==> config.mk <==
export PLATFORM = sky130hd
export DESIGN_NAME = can_errstat_tracker
export DESIGN_NICKNAME = d
export VERILOG_FILES = /design/src/rtl/can_errstat_pkg.sv /design/src/rtl/can_errstat_band.sv /design/src/rtl/can_errstat_live.sv /design/src/rtl/can_errstat_hold.sv /design/src/rtl/can_errstat_tracker.sv
export SDC_FILE = /design/constraint.sdc
export NUM_CORES = 1
export LEC_CHECK = 0
export BUFFER_PORTS_ARGS = -buffer_cell sky130_fd_sc_hd__buf_2
export CAP_MARGIN = 20
export CELL_PAD_IN_SITES_DETAIL_PLACEMENT = 1
export CELL_PAD_IN_SITES_GLOBAL_PLACEMENT = 1
export CORE_MARGIN = 4
export CORE_UTILIZATION = 30
export DETAILED_ROUTE_END_ITERATION = 12
export PLACE_DENSITY = 0.79
export SETUP_SLACK_MARGIN = 0.05
export SLEW_MARGIN = 20
export SYNTH_ARGS = -nofsm -noshare
export SYNTH_HDL_FRONTEND = slang
export SYNTH_SLANG_ARGS = --single-unit
export TNS_END_PERCENT = 1
==> constraint.sdc <==
create_clock -name clk -period 4.5 [get_ports clk]
set_input_delay 0.225 -clock clk [delete_from_list [all_inputs] [get_ports clk]]
set_output_delay 0.225 -clock clk [all_outputs]
set_load 0.03 [all_outputs]
==> src/rtl/can_errstat_pkg.sv <==
package can_errstat_pkg;

    typedef enum logic [1:0] {
        BUS_OK      = 2'b00,
        BUS_WARN    = 2'b01,
        BUS_PASSIVE = 2'b10,
        BUS_OFF     = 2'b11
    } bus_state_e;

    typedef struct packed {
        bus_state_e tx;
        bus_state_e rx;
        logic       flag;
    } hold_state_t;

endpackage

==> src/rtl/can_errstat_band.sv <==
// Maps one error count onto a bus-state band.
module can_errstat_band
    import can_errstat_pkg::*;
#(
    parameter int CNT_W       = 9,
    parameter int WARN_MAX    = 96,
    parameter int PASSIVE_MAX = 127,
    parameter int OFF_MAX     = 255,
    parameter bit HAS_OFF     = 1'b1
) (
    input  logic [CNT_W-1:0] count,
    output bus_state_e       state
);

    localparam logic [CNT_W-1:0] WARN_L    = CNT_W'(WARN_MAX);
    localparam logic [CNT_W-1:0] PASSIVE_L = CNT_W'(PASSIVE_MAX);

    bus_state_e low_band;

    always_comb begin
        if (count > PASSIVE_L) begin
            low_band = BUS_PASSIVE;
        end else if (count > WARN_L) begin
            low_band = BUS_WARN;
        end else begin
            low_band = BUS_OK;
        end
    end

    generate
        if (HAS_OFF) begin : g_off
            localparam logic [CNT_W-1:0] OFF_L = CNT_W'(OFF_MAX);
            always_comb begin
                state = (count > OFF_L) ? BUS_OFF : low_band;
            end
        end else begin : g_no_off
            always_comb begin
                state = low_band;
            end
        end
    endgenerate

endmodule

==> src/rtl/can_errstat_live.sv <==
// Computes the state implied by the live counters, with the bus-off mirror
// into the receiver code and the forced receiver OK code on bus-off exit.
module can_errstat_live
    import can_errstat_pkg::*;
#(
    parameter int TEC_W       = 9,
    parameter int REC_W       = 8,
    parameter int WARN_MAX    = 96,
    parameter int PASSIVE_MAX = 127,
    parameter int OFF_MAX     = 255
) (
    input  logic [TEC_W-1:0] tec,
    input  logic [REC_W-1:0] rec,
    input  bus_state_e       rep_tx,
    output bus_state_e       live_tx,
    output bus_state_e       live_rx
);

    bus_state_e tx_band;
    bus_state_e rx_band;

    can_errstat_band #(
        .CNT_W      (TEC_W),
        .WARN_MAX   (WARN_MAX),
        .PASSIVE_MAX(PASSIVE_MAX),
        .OFF_MAX    (OFF_MAX),
        .HAS_OFF    (1'b1)
    ) u_tx_band (
        .count(tec),
        .state(tx_band)
    );

    can_errstat_band #(
        .CNT_W      (REC_W),
        .WARN_MAX   (WARN_MAX),
        .PASSIVE_MAX(PASSIVE_MAX),
        .OFF_MAX    (OFF_MAX),
        .HAS_OFF    (1'b0)
    ) u_rx_band (
        .count(rec),
        .state(rx_band)
    );

    logic leaving_off;

    always_comb begin
        live_tx     = tx_band;
        leaving_off = (rep_tx == BUS_OFF) && (tx_band != BUS_OFF);
        if (tx_band == BUS_OFF) begin
            live_rx = BUS_OFF;
        end else if (leaving_off) begin
            live_rx = BUS_OK;
        end else begin
            live_rx = rx_band;
        end
    end

endmodule

==> src/rtl/can_errstat_hold.sv <==
// Holds the reported codes and the status-change flag.
module can_errstat_hold
    import can_errstat_pkg::*;
(
    input  logic       clk,
    input  logic       rst_n,
    input  bus_state_e live_tx,
    input  bus_state_e live_rx,
    input  logic       clr,
    output bus_state_e rep_tx,
    output bus_state_e rep_rx,
    output logic       flag
);

    hold_state_t st_d;
    hold_state_t st_q;

    logic differs;
    logic pending;

    always_comb begin
        st_d    = st_q;
        differs = (live_tx != st_q.tx) || (live_rx != st_q.rx);
        pending = st_q.flag && !clr;
        if (!pending && differs) begin
            st_d.tx   = live_tx;
            st_d.rx   = live_rx;
            st_d.flag = 1'b1;
        end else if (clr) begin
            st_d.flag = 1'b0;
        end
    end

    always_ff @(posedge clk or negedge rst_n) begin
        if (!rst_n) begin
            st_q <= '{tx: BUS_OK, rx: BUS_OK, flag: 1'b0};
        end else begin
            st_q <= st_d;
        end
    end

    assign rep_tx = st_q.tx;
    assign rep_rx = st_q.rx;
    assign flag   = st_q.flag;

endmodule

==> src/rtl/can_errstat_tracker.sv <==
module can_errstat_tracker
    import can_errstat_pkg::*;
#(
    parameter int TEC_W       = 9,
    parameter int REC_W       = 8,
    parameter int WARN_MAX    = 96,
    parameter int PASSIVE_MAX = 127,
    parameter int OFF_MAX     = 255
) (
    input  logic             clk,
    input  logic             rst_n,
    input  logic [TEC_W-1:0] tx_err_cnt,
    input  logic [REC_W-1:0] rx_err_cnt,
    input  logic             chg_irq_en,
    input  logic             chg_flag_clr,
    output logic [1:0]       tx_state,
    output logic [1:0]       rx_state,
    output logic             chg_flag,
    output logic             chg_irq
);

    bus_state_e live_tx;
    bus_state_e live_rx;
    bus_state_e rep_tx;
    bus_state_e rep_rx;
    logic       flag_q;

    can_errstat_live #(
        .TEC_W      (TEC_W),
        .REC_W      (REC_W),
        .WARN_MAX   (WARN_MAX),
        .PASSIVE_MAX(PASSIVE_MAX),
        .OFF_MAX    (OFF_MAX)
    ) u_live (
        .tec    (tx_err_cnt),
        .rec    (rx_err_cnt),
        .rep_tx (rep_tx),
        .live_tx(live_tx),
        .live_rx(live_rx)
    );

    can_errstat_hold u_hold (
        .clk    (clk),
        .rst_n  (rst_n),
        .live_tx(live_tx),
        .live_rx(live_rx),
        .clr    (chg_flag_clr),
        .rep_tx (rep_tx),
        .rep_rx (rep_rx),
        .flag   (flag_q)
    );

    assign tx_state = rep_tx;
    assign rx_state = rep_rx;
    assign chg_flag = flag_q;
    assign chg_irq  = flag_q & chg_irq_en;

endmodule

==> qor.txt, run 1 <==
outcome = complete, no violations
total gr overflow = 0
GR Util All Layers = 12.35%
Worst-Margin Slew = 336.5 ps
total negative setup slack = 0 ps
Via density = 5.110
Layout area overhead = 34.48%
total number of vias = 511
Mean Syn Cell Area = 8.275 sq um
Row Count = 14
DRT Pass-1 Iters = 3
die height = 47.65 microns
WL final = 1.380 mm
Routed Antenna Nets = 0
cts bufs inserted = 3
drc violations = 0
CTS tree = yes
first-pass GRT wire length = 2.001 mm
sequential fraction of the synthesis area = 26.53%
Die ar. = 2271 sq um
largest net degree at the start of global routing = 11
Worst R2R Path Depth = 5
pre-CTS setup slack = 2819 ps
CP required = 4660 ps
fraction of registers with async set or reset after synthesis = 100.0%
initial antenna violation count = 0
Ys Warns = 0
number of global-route vias before repair = 481
syn_nets = 78
leading area contributor after synthesis = dfrtp_1
Slew Limit Fails = 0
RSZ-0062 raised after global routing = no
Total Nets Final = 106
R2R Setup Slk = 2820 ps
worst hold start = tx_err_cnt[7]
Critical Path, Cell by Cell = or2_0, a211oi_1, o21bai_1, a311oi_2, mux2i_1
max frequency = 0.5958 GHz
fin util = 42.61%
hold depth = 3
routability cong. = 0.7339
Setup-failing EPs final = 0
Mapped Area = 471.7 sq um
CP peak stage delay = 430 ps
Longest Clk Path Bufs = 2
crit path time final = 1678 ps
worst flop-to-flop path startpoint = u_hold.rep_rx[1]$_DFFE_PN0P_
Setup WS post-layout = 2822 ps
dpl cell area = 596.8 sq um
critical path capture point type = register
Cell Count, Final, Fillers Out = 100
per-cell routed wire length = 13.80 microns
clock-pin slew on the worst setup and hold paths = 50 ps
startpoint types = register
I/O Buffers = 26
MaxCap Viol Count = 0
layout cells sized above 1 = 41.67%
Core Footprint = 1489 sq um
Post-synth EDFFs = 0
htree depth = 1
IR drop worst, VDD = 0.1761 mV
Hold Path Sink = u_hold.rep_tx[1]$_DFFE_PN0P_
HPWL after DPL = 1.148 mm
n_diodes = 0
FF+latch count, synth = 5
Hold WC Path Type = in -> reg
Clock Skew = 0.3583 ps
crit path kind = reg -> reg
Synth Instances = 57
pwr dens = 314.9 nW/um^2
Die Wd = 47.65 microns
finished layout cell area = 634.4 sq um
clock sink count = 5
Main synth FF type = dfrtp_1
final hold viol count = 0
placed cell count = 95
Critical Path AT = 1840 ps
relative slew slack = 77.40%
area share of the largest cell type after synthesis = 26.53%
root buffer cell = clkbuf_4
1st-iter DRT viols = 10
worst reg2reg path endpoint = u_hold.rep_rx[1]$_DFFE_PN0P_
Leak = 0.2996 nW
Worst-Skew Late Latency = 240 ps
ranking of synthesized cells by area = dfrtp_1, mux2i_1, a21oi_1
Crit-path slowest cell = dfrtp_1
Distinct cells, synth = 30
crit path max fanout = 6
Initial Utilization = 31.68%
I/O pins = 27
Tcrit/Tclk final = 37.30%
==> registers in the layout, indices dropped and copies added, names as in the netlist <==
register	count
u_hold.rep_tx	2
u_hold.rep_rx	2
u_hold.flag	1
==> critical path: cells and delay by family, from the launching register on <==
| family | cells | cell delay, ps |
|---|---|---|
| compound gates | 3 | 730 |
| simple gates | 1 | 220 |
| flops | 1 | 430 |
| mux | 1 | 220 |
==> placed cells by master (no fill, tap or decap), types with 2 or more instances in the layout <==
cell type | netlist | routed
a211o_1 | 2 | 2
a21oi_1 | 5 | 5
and2_1 | 2 | 2
buf_2 | 2 | 26
clkbuf_4 | 0 | 3
dfrtp_1 | 5 | 5
inv_1 | 3 | 3
mux2i_1 | 3 | 3
nand2_1 | 5 | 5
nand2b_1 | 2 | 2
nor2_1 | 4 | 4
nor2b_1 | 3 | 3
nor3_1 | 3 | 3
==> synth_stat cells (all sizes together) (2+ instances only) <==
master  n
a211o   2
a211oi  2
a21oi   5
and2    2
buf     3
dfrtp   5
inv     3
mux2i   3
nand2   5
nand2b  2
nor2    4
nor2b   3
nor3    4
==> stage by stage <==
step / hold slack, ps / power [W]
6_report: 307.9 / 0.0001998
5_1_grt: 342.0 / 0.0002120
2_1_floorplan: -70.59 / 0.0001236
4_1_cts: 307.2 / 0.0002032
3_3_place_gp: 47.11 / 0.0001458
3_5_place_dp: 50.07 / 0.0001486
==> final cells by class <==
cell class | count | area (sq um)
Clock buffer | 3 | 22.52
Clock inverter | 1 | 5.005
Fill cell | 195 | 854.6
Inverter | 3 | 11.26
Multi-Input combinational cell | 45 | 310.3
Sequential cell | 5 | 125.1
Tap cell | 16 | 20.02
Timing Repair Buffer | 27 | 140.1
==> how the worst max path moves through the flow <==
stage / start / endpoint / cells after the start
6_report: u_hold.rep_rx[1]$_DFFE_PN0P_ / u_hold.rep_rx[1]$_DFFE_PN0P_ / 5
4_1_cts: u_hold.rep_rx[1]$_DFFE_PN0P_ / u_hold.rep_rx[1]$_DFFE_PN0P_ / 5
5_1_grt: u_hold.rep_rx[1]$_DFFE_PN0P_ / u_hold.rep_rx[1]$_DFFE_PN0P_ / 5
3_5_place_dp: u_hold.rep_rx[1]$_DFFE_PN0P_ / u_hold.rep_rx[1]$_DFFE_PN0P_ / 5
2_1_floorplan: u_hold.rep_tx[1]$_DFFE_PN0P_ / u_hold.rep_rx[1]$_DFFE_PN0P_ / 6
3_3_place_gp: u_hold.rep_rx[1]$_DFFE_PN0P_ / u_hold.rep_rx[1]$_DFFE_PN0P_ / 5
==> power by group <==
group	switching, W	leakage (nW)	internal (W)	total (W)
clock network	0.0000194	0.0177	0.0000322	0.0000516
logic	0.0000468	0.230	0.0000348	0.0000816
registers	0.0000142	0.0522	0.0000525	0.0000667
total	0.0000804	0.300	0.000119	0.000200
==> cells by family after synthesis <==
kind of cell,synth area share [%]
compound gates,25.73
flops,26.53
mux,6.366
buf+inv,7.691
simple gates,31.83
xor+xnor,1.857
==> per-layer routing <==
layer | global-route usage [%] | part of all wire, % | up-vias
met4 | 0 | 0 | 0
met2 | 23.26 | 57 | 10
met5 | 0 | 0 | -
li1 | - | - | 258
met3 | 4.511 | 4.7 | 0
met1 | 14.13 | 39 | 243
==> what timing repair did <==
item	CTS	global route
resized for setup	0	0
hold buffers	1	0
hold endpoints to repair	5	0
buffers inserted	0	0
Note: power is estimated with default switching activity, not from simulation.
==> run 2: changes to the inputs <==
- CORE_UTILIZATION: 30 -> 28
- PLACE_DENSITY: 0.79 -> 0.75
- clock period: 4.5 -> 1.7 ns (I/O delays scaled with it)
==> qor.txt, run 2 (synthesized netlist as in run 1, its figures left out) <==
RSZ-0062 raised after global routing = yes (was no)
routability cong. = 0.8001 (was 0.7339)
HPWL after DPL = 1.247 mm (was 1.148 mm)
Critical Path AT = 1810 ps (was 1840 ps)
CP startpoint = u_hold.rep_rx[0]$_DFFE_PN0P_ (was u_hold.rep_rx[1]$_DFFE_PN0P_)
n_diodes = 0 (unchanged)
per-cell routed wire length = 15.59 microns (was 13.80 microns)
1st-iter DRT viols = 3 (was 10)
drc violations = 0 (unchanged)
Total Nets Final = 115 (was 106)
final hold viol count = 0 (unchanged)
Layout area overhead = 54.38% (was 34.48%)
IR drop worst, VDD = 0.3554 mV (was 0.1761 mV)
Row Count = 14 (unchanged)
Cell Count, Final, Fillers Out = 109 (was 100)
crit path max fanout = 5 (was 6)
pwr dens = 845.5 nW/um^2 (was 314.9 nW/um^2)
Core Footprint = 1541 sq um (was 1489 sq um)
Worst-Skew Late Latency = 250 ps (was 240 ps)
Worst-Margin Slew = 371.3 ps (was 336.5 ps)
DRT Pass-1 Iters = 3 (unchanged)
clock sink count = 5 (unchanged)
Die ar. = 2405 sq um (was 2271 sq um)
first-pass GRT wire length = 2.704 mm (was 2.001 mm)
number of global-route vias before repair = 584 (was 481)
pre-CTS setup slack = -20.07 ps (was 2819 ps)
Setup WS post-layout = 46.66 ps (was 2822 ps)
critical path capture point type = register (unchanged)
most common cell after layout, fill and taps aside = buf_2 (unchanged)
Via density = 5.211 (was 5.110)
cts bufs inserted = 3 (unchanged)
relative slew slack = 75.25% (was 77.40%)
crit path time final = 1653 ps (was 1678 ps)
Tcrit/Tclk final = 97.26% (was 37.30%)
Setup-failing EPs final = 0 (unchanged)
layout cells sized above 1 = 53.76% (was 41.67%)
clock-pin slew on the worst setup and hold paths = 50 ps (about the same)
initial antenna violation count = 0 (unchanged)
placed cell count = 97 (was 95)
total number of vias = 568 (was 511)
worst flop-to-flop path startpoint = u_hold.rep_rx[0]$_DFFE_PN0P_ (was u_hold.rep_rx[1]$_DFFE_PN0P_)
MaxCap Viol Count = 0 (unchanged)
largest net degree at the start of global routing = 11 (unchanged)
CTS tree = yes (unchanged)
max frequency = 0.6048 GHz (was 0.5958 GHz)
Longest Clk Path Bufs = 2 (unchanged)
root buffer cell = clkbuf_4 (unchanged)
fill count = 196 (was 195)
Design Power = 0.0006157 W (was 0.0001998 W)
startpoint types = register (unchanged)
htree depth = 1 (unchanged)
WL final = 1.699 mm (was 1.380 mm)
I/O Buffers = 26 (unchanged)
I/O pins = 27 (unchanged)
Routed Antenna Nets = 0 (unchanged)
Hold WC Path Type = in -> async (was in -> reg)
Clock Skew = 7.545 ps (was 0.3583 ps)
total gr overflow = 0 (unchanged)
Leak = 0.3374 nW (was 0.2996 nW)
most frequent cells in the layout = buf_2, buf_4, a21oi_1, nand2_1, nor2_1 (was buf_2, a21oi_1, nand2_1, dfrtp_1, nor2_1)
outcome = complete, no violations (unchanged)
Initial Utilization = 30.60% (was 31.68%)
crit path kind = reg -> reg (unchanged)
CP required = 1860 ps (was 4660 ps)
Die Wd = 49.05 microns (was 47.65 microns)
Slew Limit Fails = 0 (unchanged)
die height = 49.05 microns (was 47.65 microns)
GR Util All Layers = 14.24% (was 12.35%)
-- run 2: timing repair --
item | 4_1_cts | 5_1_grt
setup endpoints to repair | 2 | 2
endpoints found under the hold margin | 5 | 0
gates resized for setup | 2 | 3
setup buffers | 4 | 3
hold buffers | 1 | 0
pin swaps | 4 | 1
-- run 2: worst paths after layout --
| path | to | slack [ps] | cells past startpoint |
|---|---|---|---|
| worst min register to register | u_hold.rep_rx[1]$_DFFE_PN0P_ | 700 | 3 |
| worst min-delay path | u_hold.flag$_DFFE_PN0P_ | 190 | 2 |
| worst max register to register | u_hold.rep_tx[1]$_DFFE_PN0P_ | 50 | 5 |
| max in group asynchronous | u_hold.rep_rx[1]$_DFFE_PN0P_ | 1350 | 2 |
| worst max-delay path | u_hold.rep_tx[1]$_DFFE_PN0P_ | 50 | 5 |
| min in group clk | u_hold.rep_rx[1]$_DFFE_PN0P_ | 190 | 3 |
-- run 2: final cells by class --
type	instances	area (sq um)	share of cell area, %
flip-flops and latches	5	128.9	17.70
multi-input cells	45	334.1	45.88
well taps	16	20.02	2.749
repair buffers	36	207.7	28.52
clock buffers	4	26.28	3.608
inverters	3	11.26	1.546
-- run 2: worst max-delay path, cell delays in order, from the launching register on --
cell	delay (ps)
dfrtp_1	410
nor2b_1	200
a211oi_4	240
a31oi_1	120
a311oi_2	350
mux2i_1	240
-- run 2: through the flow --
| stage | utilization (%) | hold slack, ps | area (sq um) | setup TNS [ps] |
|---|---|---|---|---|
| CTS | 45.05 | 190.8 | 694.4 | 0 |
| finish | 47.24 | 186.7 | 728.2 | 0 |
| detailed placement | 39.94 | -82.76 | 615.6 | -38.59 |
| global route | 47.24 | 206.3 | 728.2 | 0 |
| global placement | 39.94 | -88.34 | 615.6 | 0 |
| floorplan | - | -210.6 | 488.0 | 0 |
-- run 2: routing by layer --
layer	routed length, microns	track usage, %	up-vias
li1	-	-	274
met1	685	16.79	269
met2	884	24.35	23
met3	116	3.670	2
met4	14	5.381	0
met5	0	0	-
-- run 2: power breakdown --
group	internal (W)	switching [W]	leakage (nW)
sequential	0.000142	0.0000236	0.0499
clock	0.0000893	0.0000579	0.0150
combinational	0.000138	0.000165	0.272
==> run 3: changes to the inputs <==
- CELL_PAD_IN_SITES_GLOBAL_PLACEMENT: 1 -> 2
- CORE_UTILIZATION: 28 -> 19
- PLACE_DENSITY: 0.75 -> 0.7
- clock period: 1.7 -> 1.45 ns (I/O delays scaled with it)
==> qor.txt, run 3 (synthesized netlist as in run 1, its figures left out) <==
largest net degree at the start of global routing = 8 (was 11)
Worst-Skew Late Latency = 250 ps (about the same)
HPWL after DPL = 1.361 mm (was 1.247 mm)
pwr dens = 930.0 nW/um^2 (was 845.5 nW/um^2)
Worst-Margin Slew = 327.2 ps (was 371.3 ps)
drc violations = 0 (unchanged)
Setup-failing EPs final = 3 (was 0)
pre-CTS setup slack = -197.7 ps (was -20.07 ps)
IR drop worst, VDD = 0.3916 mV (was 0.3554 mV)
clock-pin slew on the worst setup and hold paths = 50 ps (about the same)
n_diodes = 0 (unchanged)
die height = 57.83 microns (was 49.05 microns)
CP startpoint = u_hold.rep_tx[0]$_DFFE_PN0P_ (was u_hold.rep_rx[0]$_DFFE_PN0P_)
Hold WC Path Type = in -> async (unchanged)
I/O Buffers = 26 (unchanged)
Longest Clk Path Bufs = 2 (unchanged)
critical path capture point type = register (unchanged)
worst flop-to-flop path startpoint = u_hold.rep_tx[0]$_DFFE_PN0P_ (was u_hold.rep_rx[0]$_DFFE_PN0P_)
layout cells sized above 1 = 58.59% (was 53.76%)
Row Count = 17 (was 14)
failing checks = setup timing
cts bufs inserted = 3 (unchanged)
1st-iter DRT viols = 12 (was 3)
register share of total power = 25.3% (was 26.9%)
initial antenna violation count = 0 (unchanged)
Int Pwr = 0.0004571 W (was 0.0003691 W)
clock sink count = 5 (unchanged)
total number of vias = 577 (was 568)
per-cell routed wire length = 14.06 microns (was 15.59 microns)
finished layout cell area = 805.8 sq um (was 728.2 sq um)
MaxCap Viol Count = 0 (unchanged)
Critical Path AT = 1720 ps (was 1810 ps)
total gr overflow = 0 (unchanged)
final hold viol count = 0 (unchanged)
DRT Pass-1 Iters = 4 (was 3)
crit path kind = reg -> reg (unchanged)
Routed Antenna Nets = 0 (unchanged)
Via density = 4.543 (was 5.211)
Layout area overhead = 70.82% (was 54.38%)
Die Wd = 57.83 microns (was 49.05 microns)
number of global-route vias before repair = 651 (was 584)
fin util = 35.08% (was 47.24%)
outcome = finished, violations left (was complete, no violations)
Leak = 0.3739 nW (was 0.3374 nW)
RSZ-0062 raised after global routing = yes (unchanged)
CTS tree = yes (unchanged)
Initial Utilization = 20.53% (was 30.60%)
startpoint types = register (unchanged)
dpl cell area = 698.2 sq um (was 615.6 sq um)
Tcrit/Tclk final = 110.4% (was 97.26%)
Die ar. = 3344 sq um (was 2405 sq um)
GR Util All Layers = 10.96% (was 14.24%)
Slew Limit Fails = 0 (unchanged)
Total Nets Final = 121 (was 115)
clock share of power = 22.3% (was 23.9%)
WL final = 1.786 mm (was 1.699 mm)
most frequent cells in the layout = buf_2, buf_4, a21oi_1, nand2_1, nor2_1 (unchanged)
Clock Skew = 6.071 ps (was 7.545 ps)
Core Footprint = 2297 sq um (was 1541 sq um)
crit path time final = 1601 ps (was 1653 ps)
I/O pins = 27 (unchanged)
Sw Ratio = 39.00% (was 40.04%)
first-pass GRT wire length = 2.815 mm (was 2.704 mm)
total negative setup slack = -304.0 ps (was 0 ps)
most common cell after layout, fill and taps aside = buf_2 (unchanged)
fill count = 282 (was 196)
Gate power share = 52.3% (was 49.2%)
max frequency = 0.6245 GHz (was 0.6048 GHz)
htree depth = 1 (unchanged)
relative slew slack = 78.19% (was 75.25%)
Setup WS post-layout = -151.4 ps (was 46.66 ps)
P_sw = 0.0002923 W (was 0.0002465 W)
root buffer cell = clkbuf_4 (unchanged)
routability cong. = 0.7582 (was 0.8001)
CP required = 1570 ps (was 1860 ps)
crit path max fanout = 4 (was 5)
## run 3: power groups by stage
stage	clock (W)	combinational, W	sequential (W)
CTS	0.000174	0.000372	0.000187
global route	0.000188	0.000423	0.000193
global placement	0	0.000327	0.000194
floorplan	0	0.000163	0.000237
detailed placement	0	0.000332	0.000194
finish	0.000167	0.000392	0.000190
## run 3: path summary, 6_finish.rpt
kind | to | slack, ps | cells past startpoint
worst min-delay path | u_hold.flag$_DFFE_PN0P_ | 170 | 2
max in group asynchronous | u_hold.rep_tx[0]$_DFFE_PN0P_ | 1120 | 2
min in group clk | u_hold.rep_tx[1]$_DFFE_PN0P_ | 170 | 3
worst max register to register | u_hold.rep_tx[1]$_DFFE_PN0P_ | -150 | 6
worst min register to register | u_hold.rep_rx[0]$_DFFE_PN0P_ | 700 | 3
worst max-delay path | u_hold.rep_tx[1]$_DFFE_PN0P_ | -150 | 6
## run 3: layout make-up
cell class	count	area, sq um	area share (%)
clock buffers	4	26.28	3.261
inverters	3	11.26	1.398
multi-input cells	45	347.8	43.17
flip-flops and latches	5	128.9	15.99
well taps	28	35.03	4.348
repair buffers	42	256.5	31.83
## run 3: through the flow
stage | cells | hold slack (ps) | total power, W
final | 127 | 171.2 | 0.0007494
after global routing | 127 | 174.7 | 0.0008037
after CTS | 127 | 167.2 | 0.0007333
after detailed placement | 118 | -95.51 | 0.0005263
after global placement | 118 | -106.4 | 0.0005213
after floorplan | 57 | -223.1 | 0.0004002
## run 3: what timing repair did
action                     4_1_cts  5_1_grt
pin swaps                        5        2
resized for setup                2        7
setup endpoints to repair        3        3
buffers inserted                 4        0
hold buffers                     1        0
hold endpoints to repair         5        0
## run 3: worst max-delay path: stages, from the launching register on
cell and delay (ps):
dfrtp_2 440, buf_4 160, a21o_1 150, a211o_1 280, a31oi_2 220, a311oi_2 80, mux2i_1 150
## run 3: metal layers
layer	GRT usage, %	part of all wire [%]	up-vias
li1	-	-	287
met5	0	0	-
met3	2.673	6.7	4
met1	12.85	43	259
met4	6.291	0.95	0
met2	18.06	50	27
